`config.mk`:
```
export PLATFORM = sky130hd
export DESIGN_NAME = lfsr_delay_line
export DESIGN_NICKNAME = d
export VERILOG_FILES = /design/src/rtl/dl_pkg.sv /design/src/rtl/dl_addr_gen.sv /design/src/rtl/dl_lane_ram.sv /design/src/rtl/dl_lane.sv /design/src/rtl/lfsr_delay_line.sv
export SDC_FILE = /design/constraint.sdc
export NUM_CORES = 2
export LEC_CHECK = 0
export ABC_AREA = 0
export BUFFER_PORTS_ARGS = -buffer_cell sky130_fd_sc_hd__buf_4
export CORE_AREA = 2 2 533 535
export DETAILED_ROUTE_END_ITERATION = 10
export DIE_AREA = 0 0 535 537
export GPL_TIMING_DRIVEN = 0
export HOLD_SLACK_MARGIN = 0.03
export PLACE_DENSITY_LB_ADDON = 0.25
export SLEW_MARGIN = 30
export SYNTH_ARGS = -nofsm -noshare
export SYNTH_HDL_FRONTEND = slang
export SYNTH_SLANG_ARGS = --single-unit
```
`constraint.sdc`:
```
create_clock -name clk -period 6.9 [get_ports clk]
set_input_delay 0 -clock clk [delete_from_list [all_inputs] [get_ports clk]]
set_output_delay 0 -clock clk [all_outputs]
set_load 0.05 [all_outputs]
```
`src/rtl/dl_pkg.sv`:
```
package dl_pkg;

  // Feedback tap mask for a left-shifting maximal-length counter.
  // Bit i set means state[i] enters the XOR.
  function automatic logic [7:0] tap_mask(input int aw);
    case (aw)
      2:       return 8'b0000_0011;
      3:       return 8'b0000_0110;
      4:       return 8'b0000_1100;
      5:       return 8'b0001_0100;
      6:       return 8'b0011_0000;
      7:       return 8'b0110_0000;
      8:       return 8'b1011_1000;
      default: return 8'b0000_0000;
    endcase
  endfunction

endpackage

```
`src/rtl/dl_addr_gen.sv`:
```
module dl_addr_gen
  import dl_pkg::*;
#(
  parameter int unsigned    AW   = 4,
  parameter logic [AW-1:0]  SEED = '0
) (
  input  logic          clk,
  input  logic          rst,
  input  logic          step,
  output logic [AW-1:0] addr
);

  localparam logic [AW-1:0] TAPS = AW'(tap_mask(AW));

  logic [AW-1:0] state;
  logic          fb;

  // The zero-detect term splices the all-zero state into the cycle,
  // giving a full 2^AW period.
  always_comb begin
    fb = (^(state & TAPS)) ^ (state[AW-2:0] == '0);
  end

  always_ff @(posedge clk) begin
    if (rst)       state <= SEED;
    else if (step) state <= {state[AW-2:0], fb};
  end

  assign addr = state;


  seed_load_chk: assert property (@(posedge clk) rst |=> addr == SEED);


  addr_hold_chk: assert property (@(posedge clk) disable iff (rst)
    !step |=> $stable(addr));


  addr_step_chk: assert property (@(posedge clk) disable iff (rst)
    step |=> addr != $past(addr));

endmodule

```
`src/rtl/dl_lane_ram.sv`:
```
module dl_lane_ram #(
  parameter int unsigned W  = 16,
  parameter int unsigned AW = 4
) (
  input  logic          clk,
  input  logic          rst,
  input  logic          we,
  input  logic [AW-1:0] addr,
  input  logic [W-1:0]  wdata,
  output logic [W-1:0]  rdata
);

  localparam int unsigned DEPTH = 1 << AW;

  logic [W-1:0] mem [DEPTH];

  // Write port: storage is never cleared, and reset blocks the write.
  always_ff @(posedge clk) begin
    if (we && !rst) mem[addr] <= wdata;
  end

  // Read port: returns the old word at this address (read before write).
  always_ff @(posedge clk) begin
    if (rst)     rdata <= '0;
    else if (we) rdata <= mem[addr];
  end


  rd_clear_chk: assert property (@(posedge clk) rst |=> rdata == '0);


  rd_hold_chk: assert property (@(posedge clk) disable iff (rst)
    !we |=> $stable(rdata));

endmodule

```
`src/rtl/dl_lane.sv`:
```
module dl_lane #(
  parameter int unsigned   W    = 16,
  parameter int unsigned   AW   = 4,
  parameter logic [AW-1:0] SEED = '0
) (
  input  logic          clk,
  input  logic          rst,
  input  logic          en,
  input  logic [W-1:0]  din,
  output logic [W-1:0]  dout,
  output logic [AW-1:0] addr
);

  dl_addr_gen #(.AW(AW), .SEED(SEED)) u_addr (
    .clk  (clk),
    .rst  (rst),
    .step (en),
    .addr (addr)
  );

  dl_lane_ram #(.W(W), .AW(AW)) u_ram (
    .clk   (clk),
    .rst   (rst),
    .we    (en),
    .addr  (addr),
    .wdata (din),
    .rdata (dout)
  );

endmodule

```
`src/rtl/lfsr_delay_line.sv`:
```
module lfsr_delay_line #(
  parameter int unsigned DATA_W = 256,
  parameter int unsigned LANE_W = 16,
  parameter int unsigned ADDR_W = 4,
  parameter int unsigned SEED   = 1
) (
  input  logic              clk,
  input  logic              rst,
  input  logic              en,
  input  logic [DATA_W-1:0] din,
  output logic [DATA_W-1:0] dout
);

  localparam int unsigned   LANES  = DATA_W / LANE_W;
  localparam logic [ADDR_W-1:0] SEED_V = ADDR_W'(SEED);

  if (DATA_W % LANE_W != 0) begin : g_width_bad
    $fatal(1, "DATA_W must be a multiple of LANE_W");
  end

  if (ADDR_W < 2 || ADDR_W > 8) begin : g_addr_bad
    $fatal(1, "ADDR_W must lie in 2..8");
  end

  logic [ADDR_W-1:0] lane_addr [LANES];

  for (genvar g = 0; g < LANES; g++) begin : g_lane
    dl_lane #(.W(LANE_W), .AW(ADDR_W), .SEED(SEED_V)) u_lane (
      .clk  (clk),
      .rst  (rst),
      .en   (en),
      .din  (din [g*LANE_W +: LANE_W]),
      .dout (dout[g*LANE_W +: LANE_W]),
      .addr (lane_addr[g])
    );

    if (g > 0) begin : g_sync

      lanes_lockstep_chk: assert property (@(posedge clk) disable iff (rst)
        lane_addr[g] == lane_addr[0]);
    end
  end

endmodule

```
==> run_summary.xml <==
<?xml version="1.0" encoding="UTF-8"?>
<metrics>
  <group name="timing">
    <metric name="report.final.slew_viol_count" unit="">0</metric>
    <metric name="setup-violations-final" unit="">0</metric>
    <metric name="rsz0062_at_grt" unit="">no</metric>
    <metric name="max_freq" unit="MHz">242</metric>
    <metric name="worst-slew-pin-transition" unit="ps">1040</metric>
    <metric name="final.min_clock_period" unit="ps">4140</metric>
    <metric name="final-hold-violation-count" unit="">0</metric>
    <metric name="finalSetupTns" unit="ps">0</metric>
    <metric name="max-slew-margin-rel" unit="%">28.8</metric>
    <metric name="clock-skew-final" unit="ps">54.7</metric>
    <metric name="timing.final.crit_share" unit="%">60.0</metric>
  </group>
  <group name="critical_path">
    <metric name="timing.setup.critical_path_class" unit="">input pin to register</metric>
    <metric name="regToRegStartpoint" unit="">g_lane[0].u_lane.u_addr.addr[2]$_SDFFE_PP0P_</metric>
    <metric name="crit_path_max_fanout" unit="">10</metric>
    <metric name="worst_setup_path_end_kind" unit="">register</metric>
    <metric name="timing.critical_path.required" unit="ps">7550</metric>
    <metric name="critical_path_arrival" unit="ps">4790</metric>
    <metric name="start_kind" unit="">input pin</metric>
    <metric name="startpoint" unit="">rst</metric>
  </group>
  <group name="routing">
    <metric name="dr_wl_met3" unit="µm">45500</metric>
    <metric name="uppermost_metal_layer_occupied_by_signal_nets" unit="">met5</metric>
    <metric name="route.detailed.drc" unit="">0</metric>
    <metric name="postRouteWirelength" unit="µm">435000</metric>
    <metric name="drt.antenna.violating_nets" unit="">0</metric>
    <metric name="routedLengthMet1" unit="µm">160000</metric>
    <metric name="total_length_of_routed_met2_wires" unit="µm">209000</metric>
    <metric name="starting_drc_count_in_detailed_routing" unit="">10720</metric>
    <metric name="wl_per_cell" unit="µm">30.3</metric>
    <metric name="via_total_after_detailed_routing" unit="">91247</metric>
    <metric name="drtPass1Iterations" unit="">6</metric>
    <metric name="route.detailed.vias_per_inst" unit="">6.36</metric>
  </group>
  <group name="cells_and_area">
    <metric name="mostFrequentLayoutCell" unit="">sky130_fd_sc_hd__edfxtp_1</metric>
    <metric name="final_cell_mix" unit="">sky130_fd_sc_hd__edfxtp_1 (4096), sky130_fd_sc_hd__mux2i_1 (894), sky130_fd_sc_hd__buf_4 (633)</metric>
    <metric name="finish.instance_area" unit="mm²">0.200</metric>
    <metric name="syn_to_final_growth" unit="%">18.6</metric>
    <metric name="layout.filler_cells" unit="">16610</metric>
    <metric name="multiInputGateArea" unit="mm²">0.0372</metric>
    <metric name="fraction_of_final_layout_cells_sized_beyond_drive_strength_1" unit="%">24.6</metric>
    <metric name="instances_no_fill" unit="">14342</metric>
    <metric name="ff_latch_area" unit="mm²">0.129</metric>
    <metric name="nNetsFinal" unit="">10505</metric>
  </group>
  <group name="floorplanning">
    <metric name="boundaryPins" unit="">515</metric>
    <metric name="chip_height" unit="µm">537</metric>
    <metric name="initial_utilization" unit="%">59.8</metric>
    <metric name="std_cell_rows" unit="">195</metric>
    <metric name="die_area" unit="mm²">0.287</metric>
    <metric name="die_width" unit="µm">535</metric>
    <metric name="fp.coreArea" unit="mm²">0.281</metric>
  </group>
  <group name="clocking">
    <metric name="maximum_root_to_sink_buffer_count" unit="">4</metric>
    <metric name="htreeDepth" unit="">5</metric>
    <metric name="cts_root_buf" unit="">sky130_fd_sc_hd__clkbuf_16</metric>
    <metric name="tritoncts_num_sinks" unit="">4416</metric>
    <metric name="worst_skew_late_latency" unit="ps">1000</metric>
    <metric name="tritoncts" unit="">built</metric>
    <metric name="tritoncts.num_buffers" unit="">426</metric>
    <metric name="clk_transition_reported_paths" unit="ps">60</metric>
  </group>
  <group name="power_and_ir_drop">
    <metric name="power.density" unit="mW/mm²">294</metric>
    <metric name="vdd.ir_drop.worst" unit="mV">0.318</metric>
    <metric name="leakage" unit="nW">67.0</metric>
    <metric name="fin_total_pwr" unit="mW">58.6</metric>
  </group>
  <group name="hold_path">
    <metric name="worst_hold_path_type" unit="">input pin to register</metric>
    <metric name="hold_path.startpoint" unit="">rst</metric>
  </group>
  <group name="synthesis">
    <metric name="netlist_area" unit="mm²">0.168</metric>
    <metric name="yosysWarningCount" unit="">0</metric>
    <metric name="synth.net_count" unit="">8891</metric>
    <metric name="synth_flop_cell" unit="">sky130_fd_sc_hd__edfxtp_1</metric>
    <metric name="synth_enable_flop_cells" unit="">4096</metric>
    <metric name="main_area_contributors_after_synthesis" unit="">sky130_fd_sc_hd__edfxtp_1 (73%), sky130_fd_sc_hd__mux4_2 (7.7%), sky130_fd_sc_hd__mux2i_1 (5.3%)</metric>
    <metric name="synth.yosys.seq_area_share" unit="%">76.9</metric>
    <metric name="syn_area_per_cell" unit="µm²">19.6</metric>
    <metric name="yosysUniqueCellTypes" unit="">53</metric>
    <metric name="syn-instance-count" unit="">8568</metric>
    <metric name="synth_top_area_share" unit="%">73.1</metric>
    <metric name="netlist.top_cell.by_area" unit="">sky130_fd_sc_hd__edfxtp_1</metric>
    <metric name="synthArstFlopShare" unit="%">0</metric>
    <metric name="postSynthRegisterBits" unit="">4416</metric>
  </group>
  <group name="grt">
    <metric name="first_global_vias" unit="">92027</metric>
    <metric name="global_route.overflow_total" unit="">0</metric>
    <metric name="grt_start_max_net_pins" unit="">18</metric>
    <metric name="grt_use_total" unit="%">30.0</metric>
    <metric name="first_pass_grt_wire_length" unit="µm">625000</metric>
    <metric name="antenna_found_initial" unit="">62</metric>
  </group>
  <group name="placement">
    <metric name="post-place-cells" unit="">12972</metric>
    <metric name="dp_hpwl" unit="µm">275000</metric>
    <metric name="detailed_place.area" unit="mm²">0.180</metric>
    <metric name="buffer_ports.inserted" unit="">514</metric>
    <metric name="gpl.final_weighted_congestion" unit="">0.860</metric>
  </group>
  <group name="run">
    <metric name="max_cap_violations" unit="">0</metric>
  </group>
  <group name="status">
    <metric name="outcome" unit="">completed</metric>
  </group>
</metrics>
## layout make-up
cell class | instances | share of cell area (%)
Buffer | 492 | 1.31
Inverter | 33 | 0.0621
Clock inverter | 225 | 1.37
Multi-Input combinational cell | 3627 | 18.6
Clock buffer | 579 | 5.92
Tap cell | 3743 | 2.35
Antenna cell | 41 | 0.0514
Sequential cell | 4416 | 64.8
Timing Repair Buffer | 1186 | 5.46
## worst max-delay path, cell delays in order
cell	delay, ps
sky130_fd_sc_hd__dlygate4sd3_1	540
sky130_fd_sc_hd__buf_4	200
sky130_fd_sc_hd__nor2b_2	420
sky130_fd_sc_hd__buf_4	540
sky130_fd_sc_hd__buf_2	820
sky130_fd_sc_hd__buf_2	810
sky130_fd_sc_hd__nand2_1	340
sky130_fd_sc_hd__nor3_2	550
sky130_fd_sc_hd__buf_4	280
sky130_fd_sc_hd__buf_4	190
## repair_timing
action                                  CTS  global route
endpoints found under the hold margin  4129             0
resized for setup                         0             0
setup buffers                             0             0
hold buffers                            520             0
## sequential cells by signal, indices dropped and copies added, names as in the netlist
signal and count:
g_lane.u_lane.u_ram.mem 4096, g_lane.u_lane.u_ram.rdata 256, g_lane.u_lane.u_addr.addr 64
## Yosys cell counts (all sizes together), types with 52 or more instances
cell type / instances
a221o: 68
o22ai: 63
nor2: 268
nor3: 78
a21oi: 69
edfxtp: 4096
buf: 348
nand2b: 52
clkbuf: 144
ha: 64
mux2i: 894
a2111oi: 58
mux2: 115
nand2: 313
dfxtp: 320
a22oi: 315
o21ai: 138
a32oi: 138
mux4: 584
nor2b: 92
and2: 92
## stage by stage
stage,hold WS (ps),utilization (%),setup WS (ps)
after floorplan,98.9,-,4020
after global placement,286,62.9,381
after detailed placement,295,63.8,2370
after CTS,298,70.9,2830
after global routing,347,70.9,2740
final,356,70.9,2760
## per-layer routing
metal | global-route usage (%) | vias to the layer above
li1 | - | 38346
met1 | 39.7 | 46820
met2 | 48.0 | 5053
met3 | 7.52 | 968
met4 | 12.4 | 60
met5 | 0 | -
## path summary, 6_finish.rpt
path	to	slack, ps	cells past startpoint
worst max-delay path	g_lane[0].u_lane.u_ram.mem[4][10]$_DFFE_PP_	2760	10
worst min-delay path	g_lane[11].u_lane.u_ram.rdata[0]$_SDFFE_PP0P_	360	6
worst max register to register	g_lane[0].u_lane.u_ram.mem[8][14]$_DFFE_PP_	3790	7
worst min register to register	g_lane[3].u_lane.u_ram.rdata[6]$_SDFFE_PP0P_	480	2
## cells by family (layout without fill, tap and decap cells)
kind of cell / Yosys count / count (layout) / synth area share, %
muxes: 1593 / 1593 / 13.9
other: 0 / 41 / 0
adders and majority gates: 64 / 64 / 0.476
DFF: 4416 / 4416 / 76.9
AOI/OAI and AO/OA: 1023 / 1023 / 4.50
buffers and inverters: 525 / 2515 / 1.59
and+or+nand+nor: 947 / 947 / 2.62
## power breakdown
group / switching, mW / internal (mW)
Combinational: 3.05 / 1.81
Clock: 10.0 / 13.9
Sequential: 0.234 / 29.6
Total: 13.3 / 45.3
Note: power is estimated with default switching activity, not from simulation.
